### src/rtl/spike_router_pkg.sv
package spike_router_pkg;
  localparam int NPORT   = 5;
  localparam int DATA_W  = 40;
  localparam int FLIT_W  = DATA_W + 2;
  localparam int HEAD_B  = FLIT_W - 1;
  localparam int TAIL_B  = FLIT_W - 2;
  localparam int COORD_W = 6;
  localparam int CHIP_W  = 14;

  localparam int P_L = 0;
  localparam int P_N = 1;
  localparam int P_S = 2;
  localparam int P_E = 3;
  localparam int P_W = 4;

  typedef enum logic [2:0] {
    MSG_WR    = 3'd0,
    MSG_RDREQ = 3'd1,
    MSG_RDRSP = 3'd2,
    MSG_SPIKE = 3'd3,
    MSG_BAR   = 3'd4
  } msg_e;

  typedef struct packed {
    logic [2:0]         kind;
    logic [CHIP_W-1:0]  chip;
    logic [COORD_W-1:0] x;
    logic [COORD_W-1:0] y;
    logic [COORD_W-1:0] y_hi;
    logic [4:0]         spare;
  } hdr_t;
endpackage

### src/rtl/rt_fifo.sv
module rt_fifo #(
  parameter int W     = 42,
  parameter int DEPTH = 4
) (
  input  logic         clk_i,
  input  logic         rst_ni,
  input  logic         push_i,
  input  logic [W-1:0] data_i,
  output logic         full_o,
  input  logic         pop_i,
  output logic [W-1:0] data_o,
  output logic         empty_o
);
  localparam int AW = (DEPTH > 1) ? $clog2(DEPTH) : 1;
  localparam int CW = $clog2(DEPTH + 1);

  logic [W-1:0]  mem [DEPTH];
  logic [AW-1:0] wr_q, rd_q;
  logic [CW-1:0] cnt_q;

  assign full_o  = (cnt_q == CW'(DEPTH));
  assign empty_o = (cnt_q == '0);
  assign data_o  = mem[rd_q];

  function automatic logic [AW-1:0] nxt(input logic [AW-1:0] p);
    return (p == AW'(DEPTH - 1)) ? '0 : p + 1'b1;
  endfunction

  always_ff @(posedge clk_i) begin
    if (push_i) mem[wr_q] <= data_i;
  end

  always_ff @(posedge clk_i or negedge rst_ni) begin
    if (!rst_ni) begin
      wr_q  <= '0;
      rd_q  <= '0;
      cnt_q <= '0;
    end else begin
      if (push_i) wr_q <= nxt(wr_q);
      if (pop_i)  rd_q <= nxt(rd_q);
      cnt_q <= cnt_q + CW'(push_i) - CW'(pop_i);
    end
  end


  fifo_overflow_chk: assert property (@(posedge clk_i) disable iff (!rst_ni)
    push_i |-> !full_o);

  fifo_underflow_chk: assert property (@(posedge clk_i) disable iff (!rst_ni)
    pop_i |-> !empty_o);
endmodule

### src/rtl/rt_route.sv
module rt_route
  import spike_router_pkg::*;
(
  input  logic [DATA_W-1:0]  data_i,
  input  logic [2:0]         in_port_i,
  input  logic [COORD_W-1:0] my_x_i,
  input  logic [COORD_W-1:0] my_y_i,
  input  logic [CHIP_W-1:0]  chip_id_i,
  output logic [NPORT-1:0]   mask_o
);
  hdr_t               h;
  logic [COORD_W-1:0] hi;
  logic [NPORT-1:0]   m, back;

  assign h = hdr_t'(data_i);

  always_comb begin
    hi = (h.kind == MSG_SPIKE && h.y_hi > h.y) ? h.y_hi : h.y;
    m  = '0;
    if (h.chip != chip_id_i)   m[P_W] = 1'b1;
    else if (h.x > my_x_i)     m[P_E] = 1'b1;
    else if (h.x < my_x_i)     m[P_W] = 1'b1;
    else if (my_y_i < h.y)     m[P_N] = 1'b1;
    else if (my_y_i > hi)      m[P_S] = 1'b1;
    else begin
      m[P_L] = 1'b1;
      if (my_y_i < hi)  m[P_N] = 1'b1;
      if (my_y_i > h.y) m[P_S] = 1'b1;
    end
    back = '0;
    if (in_port_i != 3'(P_L)) back[in_port_i] = 1'b1;
    mask_o = m & ~back;
  end
endmodule

### src/rtl/rt_rr_arb.sv
module rt_rr_arb #(
  parameter int N = 5
) (
  input  logic         clk_i,
  input  logic         rst_ni,
  input  logic [N-1:0] req_i,
  input  logic         adv_i,
  output logic [N-1:0] gnt_o
);
  localparam int PW = $clog2(N);

  logic [PW-1:0] ptr_q, win;

  always_comb begin
    gnt_o = '0;
    win   = '0;
    for (int k = N - 1; k >= 0; k--) begin
      int idx;
      idx = int'(ptr_q) + k;
      if (idx >= N) idx = idx - N;
      if (req_i[idx]) begin
        gnt_o = '0;
        gnt_o[idx] = 1'b1;
        win = PW'(idx);
      end
    end
  end

  always_ff @(posedge clk_i or negedge rst_ni) begin
    if (!rst_ni) ptr_q <= '0;
    else if (adv_i && |req_i) ptr_q <= (win == PW'(N - 1)) ? '0 : win + 1'b1;
  end


  gnt_onehot_chk: assert property (@(posedge clk_i) disable iff (!rst_ni)
    $onehot0(gnt_o));

  gnt_in_req_chk: assert property (@(posedge clk_i) disable iff (!rst_ni)
    (gnt_o & ~req_i) == '0);
endmodule

### src/rtl/spike_router.sv
module spike_router
  import spike_router_pkg::*;
#(
  parameter int DEPTH = 4
) (
  input  logic                    clk_i,
  input  logic                    rst_ni,
  input  logic [COORD_W-1:0]      my_x_i,
  input  logic [COORD_W-1:0]      my_y_i,
  input  logic [CHIP_W-1:0]       chip_id_i,
  input  logic [NPORT-1:0]        in_valid_i,
  input  logic [NPORT*FLIT_W-1:0] in_flit_i,
  output logic [NPORT-1:0]        in_ready_o,
  output logic [NPORT-1:0]        out_valid_o,
  output logic [NPORT*FLIT_W-1:0] out_flit_o,
  input  logic [NPORT-1:0]        out_ready_i,
  output logic                    idle_o
);
  localparam int CNT_W = $clog2(NPORT * DEPTH + 1);

  logic [FLIT_W-1:0] q_flit   [NPORT];
  logic [NPORT-1:0]  q_empty, q_full, q_push, q_pop;
  logic [NPORT-1:0]  rmask    [NPORT];
  logic [NPORT-1:0]  cur_mask [NPORT];
  logic [NPORT-1:0]  held_mask_q [NPORT];
  logic [NPORT-1:0]  sent_q   [NPORT];
  logic [NPORT-1:0]  cur_spk, held_spk_q, push_spk, pop_spk;

  logic [NPORT-1:0]  req   [NPORT];   // req[o][i]
  logic [NPORT-1:0]  gnt   [NPORT];
  logic [2:0]        src   [NPORT];
  logic [2:0]        owner_q [NPORT];
  logic [NPORT-1:0]  locked_q, fire, arb_adv;

  logic [CNT_W-1:0]  spk_cnt_q, inc_n, dec_n;

  // input side
  for (genvar i = 0; i < NPORT; i++) begin : g_in
    logic [FLIT_W-1:0] in_f;
    hdr_t              in_h;
    assign in_f = in_flit_i[i*FLIT_W +: FLIT_W];
    assign in_h = hdr_t'(in_f[DATA_W-1:0]);
    assign in_ready_o[i] = !q_full[i];
    assign q_push[i]     = in_valid_i[i] && !q_full[i];
    assign push_spk[i]   = q_push[i] && in_f[HEAD_B] && in_h.kind == MSG_SPIKE;

    rt_fifo #(.W(FLIT_W), .DEPTH(DEPTH)) u_fifo (
      .clk_i, .rst_ni,
      .push_i(q_push[i]), .data_i(in_f), .full_o(q_full[i]),
      .pop_i(q_pop[i]), .data_o(q_flit[i]), .empty_o(q_empty[i])
    );

    rt_route u_route (
      .data_i(q_flit[i][DATA_W-1:0]), .in_port_i(3'(i)),
      .my_x_i, .my_y_i, .chip_id_i, .mask_o(rmask[i])
    );

    hdr_t q_h;
    assign q_h         = hdr_t'(q_flit[i][DATA_W-1:0]);
    assign cur_mask[i] = q_flit[i][HEAD_B] ? rmask[i] : held_mask_q[i];
    assign cur_spk[i]  = q_flit[i][HEAD_B] ? (q_h.kind == MSG_SPIKE) : held_spk_q[i];
    assign pop_spk[i]  = q_pop[i] && q_flit[i][TAIL_B] && cur_spk[i];

    always_ff @(posedge clk_i or negedge rst_ni) begin
      if (!rst_ni) begin
        held_mask_q[i] <= '0;
        held_spk_q[i]  <= 1'b0;
      end else if (q_pop[i] && q_flit[i][HEAD_B]) begin
        held_mask_q[i] <= rmask[i];
        held_spk_q[i]  <= q_h.kind == MSG_SPIKE;
      end
    end
  end

  // requests, pop and per-copy bookkeeping
  always_comb begin
    for (int o = 0; o < NPORT; o++)
      for (int i = 0; i < NPORT; i++)
        req[o][i] = !q_empty[i] && cur_mask[i][o] && !sent_q[i][o];
    for (int i = 0; i < NPORT; i++) begin
      logic all_done;
      all_done = 1'b1;
      for (int o = 0; o < NPORT; o++)
        if (cur_mask[i][o] && !sent_q[i][o] && !(fire[o] && src[o] == 3'(i)))
          all_done = 1'b0;
      q_pop[i] = !q_empty[i] && all_done;
    end
  end

  for (genvar i = 0; i < NPORT; i++) begin : g_sent
    always_ff @(posedge clk_i or negedge rst_ni) begin
      if (!rst_ni) sent_q[i] <= '0;
      else if (q_pop[i]) sent_q[i] <= '0;
      else
        for (int o = 0; o < NPORT; o++)
          if (fire[o] && src[o] == 3'(i)) sent_q[i][o] <= 1'b1;
    end
  end

  // output side
  for (genvar o = 0; o < NPORT; o++) begin : g_out
    rt_rr_arb #(.N(NPORT)) u_arb (
      .clk_i, .rst_ni, .req_i(req[o]), .adv_i(arb_adv[o]), .gnt_o(gnt[o])
    );

    always_comb begin
      src[o] = owner_q[o];
      if (!locked_q[o])
        for (int i = 0; i < NPORT; i++)
          if (gnt[o][i]) src[o] = 3'(i);
    end

    assign out_valid_o[o] = locked_q[o] ? req[o][owner_q[o]] : |req[o];
    assign arb_adv[o]     = out_valid_o[o] && !locked_q[o];
    assign fire[o]        = out_valid_o[o] && out_ready_i[o];
    assign out_flit_o[o*FLIT_W +: FLIT_W] = q_flit[src[o]];

    // hold the output from first presentation until the tail leaves
    always_ff @(posedge clk_i or negedge rst_ni) begin
      if (!rst_ni) begin
        locked_q[o] <= 1'b0;
        owner_q[o]  <= '0;
      end else if (out_valid_o[o]) begin
        locked_q[o] <= !(out_ready_i[o] && q_flit[src[o]][TAIL_B]);
        owner_q[o]  <= src[o];
      end
    end


    out_hold_chk: assert property (@(posedge clk_i) disable iff (!rst_ni)
      out_valid_o[o] && !out_ready_i[o] |=>
        out_valid_o[o] && $stable(out_flit_o[o*FLIT_W +: FLIT_W]));

    pkt_hold_chk: assert property (@(posedge clk_i) disable iff (!rst_ni)
      fire[o] && !out_flit_o[o*FLIT_W + TAIL_B] |=> src[o] == $past(src[o]));
  end

  // spike occupancy
  always_comb begin
    inc_n = '0;
    dec_n = '0;
    for (int i = 0; i < NPORT; i++) begin
      inc_n = inc_n + CNT_W'(push_spk[i]);
      dec_n = dec_n + CNT_W'(pop_spk[i]);
    end
  end

  always_ff @(posedge clk_i or negedge rst_ni) begin
    if (!rst_ni) spk_cnt_q <= '0;
    else         spk_cnt_q <= spk_cnt_q + inc_n - dec_n;
  end

  assign idle_o = (spk_cnt_q == '0);


  idle_drop_chk: assert property (@(posedge clk_i) disable iff (!rst_ni)
    inc_n != '0 |=> !idle_o);

  reset_quiet_chk: assert property (@(posedge clk_i) disable iff (!rst_ni)
    $rose(rst_ni) |-> out_valid_o == '0);
endmodule

### config.mk
export PLATFORM = sky130hd
export DESIGN_NAME = spike_router
export DESIGN_NICKNAME = d
export VERILOG_FILES = /design/src/rtl/spike_router_pkg.sv /design/src/rtl/rt_fifo.sv /design/src/rtl/rt_route.sv /design/src/rtl/rt_rr_arb.sv /design/src/rtl/spike_router.sv
export SDC_FILE = /design/constraint.sdc
export NUM_CORES = 2
export LEC_CHECK = 0
export BUFFER_PORTS_ARGS = -buffer_cell sky130_fd_sc_hd__buf_2
export CAP_MARGIN = 20
export CELL_PAD_IN_SITES_DETAIL_PLACEMENT = 1
export CELL_PAD_IN_SITES_GLOBAL_PLACEMENT = 1
export CORE_AREA = 3 3 262 521
export CTS_CLUSTER_DIAMETER = 200
export DETAILED_ROUTE_END_ITERATION = 16
export DIE_AREA = 0 0 265 524
export GPL_TIMING_DRIVEN = 0
export PLACE_DENSITY_LB_ADDON = 0.3
export SLEW_MARGIN = 5
export SYNTH_ARGS = -nofsm -noshare
export SYNTH_HDL_FRONTEND = slang
export SYNTH_SLANG_ARGS = --single-unit
export TNS_END_PERCENT = 10
### constraint.sdc
create_clock -name clk_i -period 30.9 [get_ports clk_i]
set_clock_uncertainty 0.1 [all_clocks]
set_input_delay 6.18 -clock clk_i [delete_from_list [all_inputs] [get_ports clk_i]]
set_output_delay 6.18 -clock clk_i [all_outputs]
set_load 0.005 [all_outputs]
==> flow_summary.json <==
{
  "core_area_um2": 133000,
  "io-pin-count": 469,
  "required_ps": 24620,
  "fin_crit_ps": 21460,
  "start_util_pct": 44.8,
  "dr_total_vias": 52500,
  "drt-initial-drc-count": 5637,
  "cts_made_buffers": 84,
  "clockBufferDepth": 3,
  "grt_pass1_wl_um": 430000,
  "start_kind": "input pin",
  "gp_congestion": 1.08,
  "multi_input_area_um2": 29300,
  "setup-tns-final_ps": 0,
  "antenna_found_initial": 51,
  "synth_top_area_share_pct": 42.4,
  "yosys-top-cells-count": "edfxtp_1 (840), nand2_1 (513), nor2_1 (347)",
  "grt_pass1_vias": 54300,
  "dieWidth_um": 265,
  "regArea_um2": 28300,
  "drive_above_1_share_pct": 18.5,
  "status": "finished, final reports clean",
  "n_fill_cell": 14200,
  "finalHoldViolations": 0,
  "syn_nets": 5749,
  "netlist_area_um2": 59500,
  "cts_root_buffer": "clkbuf_16",
  "ant_nets": 0,
  "synth.avg_cell_area_um2": 11.4,
  "slew-limit-headroom_pct": 7.07,
  "dp_hpwl_um": 249000,
  "synthFlopType": "edfxtp_1",
  "ys_seq_area_share_pct": 47.5,
  "ys_types": 116,
  "synth-edff-count": 840,
  "cts_setup_buffers": 0,
  "hold_path.class": "flop to flop",
  "dp.cells": 7427,
  "dieArea_um2": 139000,
  "clock.fmax_ghz": 0.0466,
  "ys_seq_elements": 962,
  "netlist_instances": 5213,
  "cp-end-kind": "output pin",
  "track_usage_pct": 44.9,
  "grt_max_degree": 90,
  "syn_to_final_growth_pct": 13.7,
  "grt_setup_unrepaired": "false",
  "tightest_slew_ps": 1380,
  "postCtsHoldBufs": 0,
  "synthArstFlopShare_pct": 12.7,
  "avgRoutedWirePerCell_um": 41.6,
  "setup_viol": 0,
  "synth_area_leader_cell": "edfxtp_1",
  "fin_nets": 6341,
  "drt-pass1-iter-count": 6,
  "cts.sinks": 962,
  "drv_cap": 0,
  "critPathMaxFanout": 10,
  "grt-ovfl-total": 0,
  "path_class": "input pin to output pin",
  "period_share_pct": 69.5,
  "wirelength_um": 317000,
  "cts_tree": "yes",
  "vias_per_cell": 6.89,
  "worstSkewPairLatency_ps": 730,
  "stdcell_count": 7623,
  "synth.most_common_cell": "edfxtp_1",
  "cts_resized": 0,
  "synthTopCellsByArea": "edfxtp_1 (42%), mux4_2 (7.6%), ha_1 (5.7%), mux2i_1 (5.4%), dfrtp_1 (5.1%)",
  "core.rowCount": 189,
  "htree_levels": 3,
  "slew_violations": 0,
  "portBuffers": 454,
  "drc": 0,
  "yosys_warnings": 0,
  "critPathArrivalTime_ps": 15180,
  "die_h_um": 524,
  "ff2ff_setup_slack_ps": 14870,
  "path_clk_slew_ps": 70
}
==> path summary, 6_finish.rpt <==
path / from / endpoint / cells after the start
min in group asynchronous: rst_ni / g_in[2].u_fifo.cnt_q[0] / 1
setup reg to reg: g_in[2].u_fifo.rd_q[1] / spk_cnt_q[4] / 43
max in group asynchronous: rst_ni / g_out[2].u_arb.ptr_q[0] / 2
setup / recovery: my_x_i[4] / out_flit_o[74] / 21
hold / removal: held_spk_q[1] / held_spk_q[1] / 1
hold reg to reg: held_spk_q[1] / held_spk_q[1] / 1
==> critical path, stage by stage <==
cell and delay [ps]:
buf_2 120, inv_1 140, ha_1 360, and4_1 360
nand3_1 650, or4_1 820, nor4_1 640, a21oi_2 400
and3_1 370, nor3_2 590, nor4_1 230, a2111oi_2 580
a21oi_1 200, o22ai_2 680, clkbuf_1 570, buf_2 450
clkbuf_1 650, o21ai_0 190, o211ai_1 210, o21ai_0 440
buf_2 300
==> layer usage <==
layer / part of all wire [%] / track usage (%) / routed length [um] / up-vias
met1: 32 / 46.3 / 100000 / 26500
li1: - / - / - / 21300
met4: 12 / 44.7 / 39600 / 28
met5: 0.057 / 0 / 182 / -
met3: 8.8 / 11.0 / 28000 / 1303
met2: 47 / 73.4 / 149000 / 3410
==> registers in the layout (all words and copies together), names as in the netlist <==
register	flops
held_spk_q	5
g_out.u_arb.ptr_q	15
g_in.u_fifo.mem	840
locked_q	5
g_in.u_fifo.cnt_q	15
g_in.u_fifo.rd_q	10
spk_cnt_q	5
sent_q	21
g_in.u_fifo.wr_q	10
held_mask_q	21
owner_q	15
==> final cells by class <==
type                       instances  share of cell area, %
multi-input combinational       3740                   43.2
sequential                       962                   41.8
timing repair buffer             506                   4.48
clock buffer                      98                   3.23
tap                             1719                   3.18
buffer                           304                   1.87
inverter                         207                   1.15
clock inverter                    56                  0.987
antenna                           31                  0.115
==> metrics by stage <==
stage / hold slack (ps) / setup WS (ps) / area [um^2] / utilization [%]
global route: 416 / 9550 / 67700 / 50.9
floorplan: 354 / 14190 / 59500 / -
CTS: 395 / 9780 / 67500 / 50.8
finish: 394 / 9440 / 67700 / 51.0
detailed placement: 379 / 9810 / 64600 / 48.6
global placement: 365 / 9650 / 64000 / 48.1
==> cells in the final DEF (no fill, tap or decap), types with 122 or more instances in the layout <==
cell type	count
a21oi_1	254
clkbuf_1	209
mux4_2	202
inv_1	196
edfxtp_1	840
o21ai_0	285
ha_1	271
nand2_1	513
mux2i_1	322
dfrtp_1	122
nor2_1	347
buf_2	493
==> kinds of logic after synthesis <==
group	after synthesis	share of synthesized area, %
compound gates	1256	14.2
xor+xnor	118	1.74
fa+ha+maj	290	6.30
buf+inv	511	3.43
flops	962	47.5
mux	628	15.1
other cells	1	0.00630
simple gates	1447	11.8
Power is left out: the tool's default activity adds up to more than one toggle a clock period on the data nets, which glitch-free logic cannot reach.
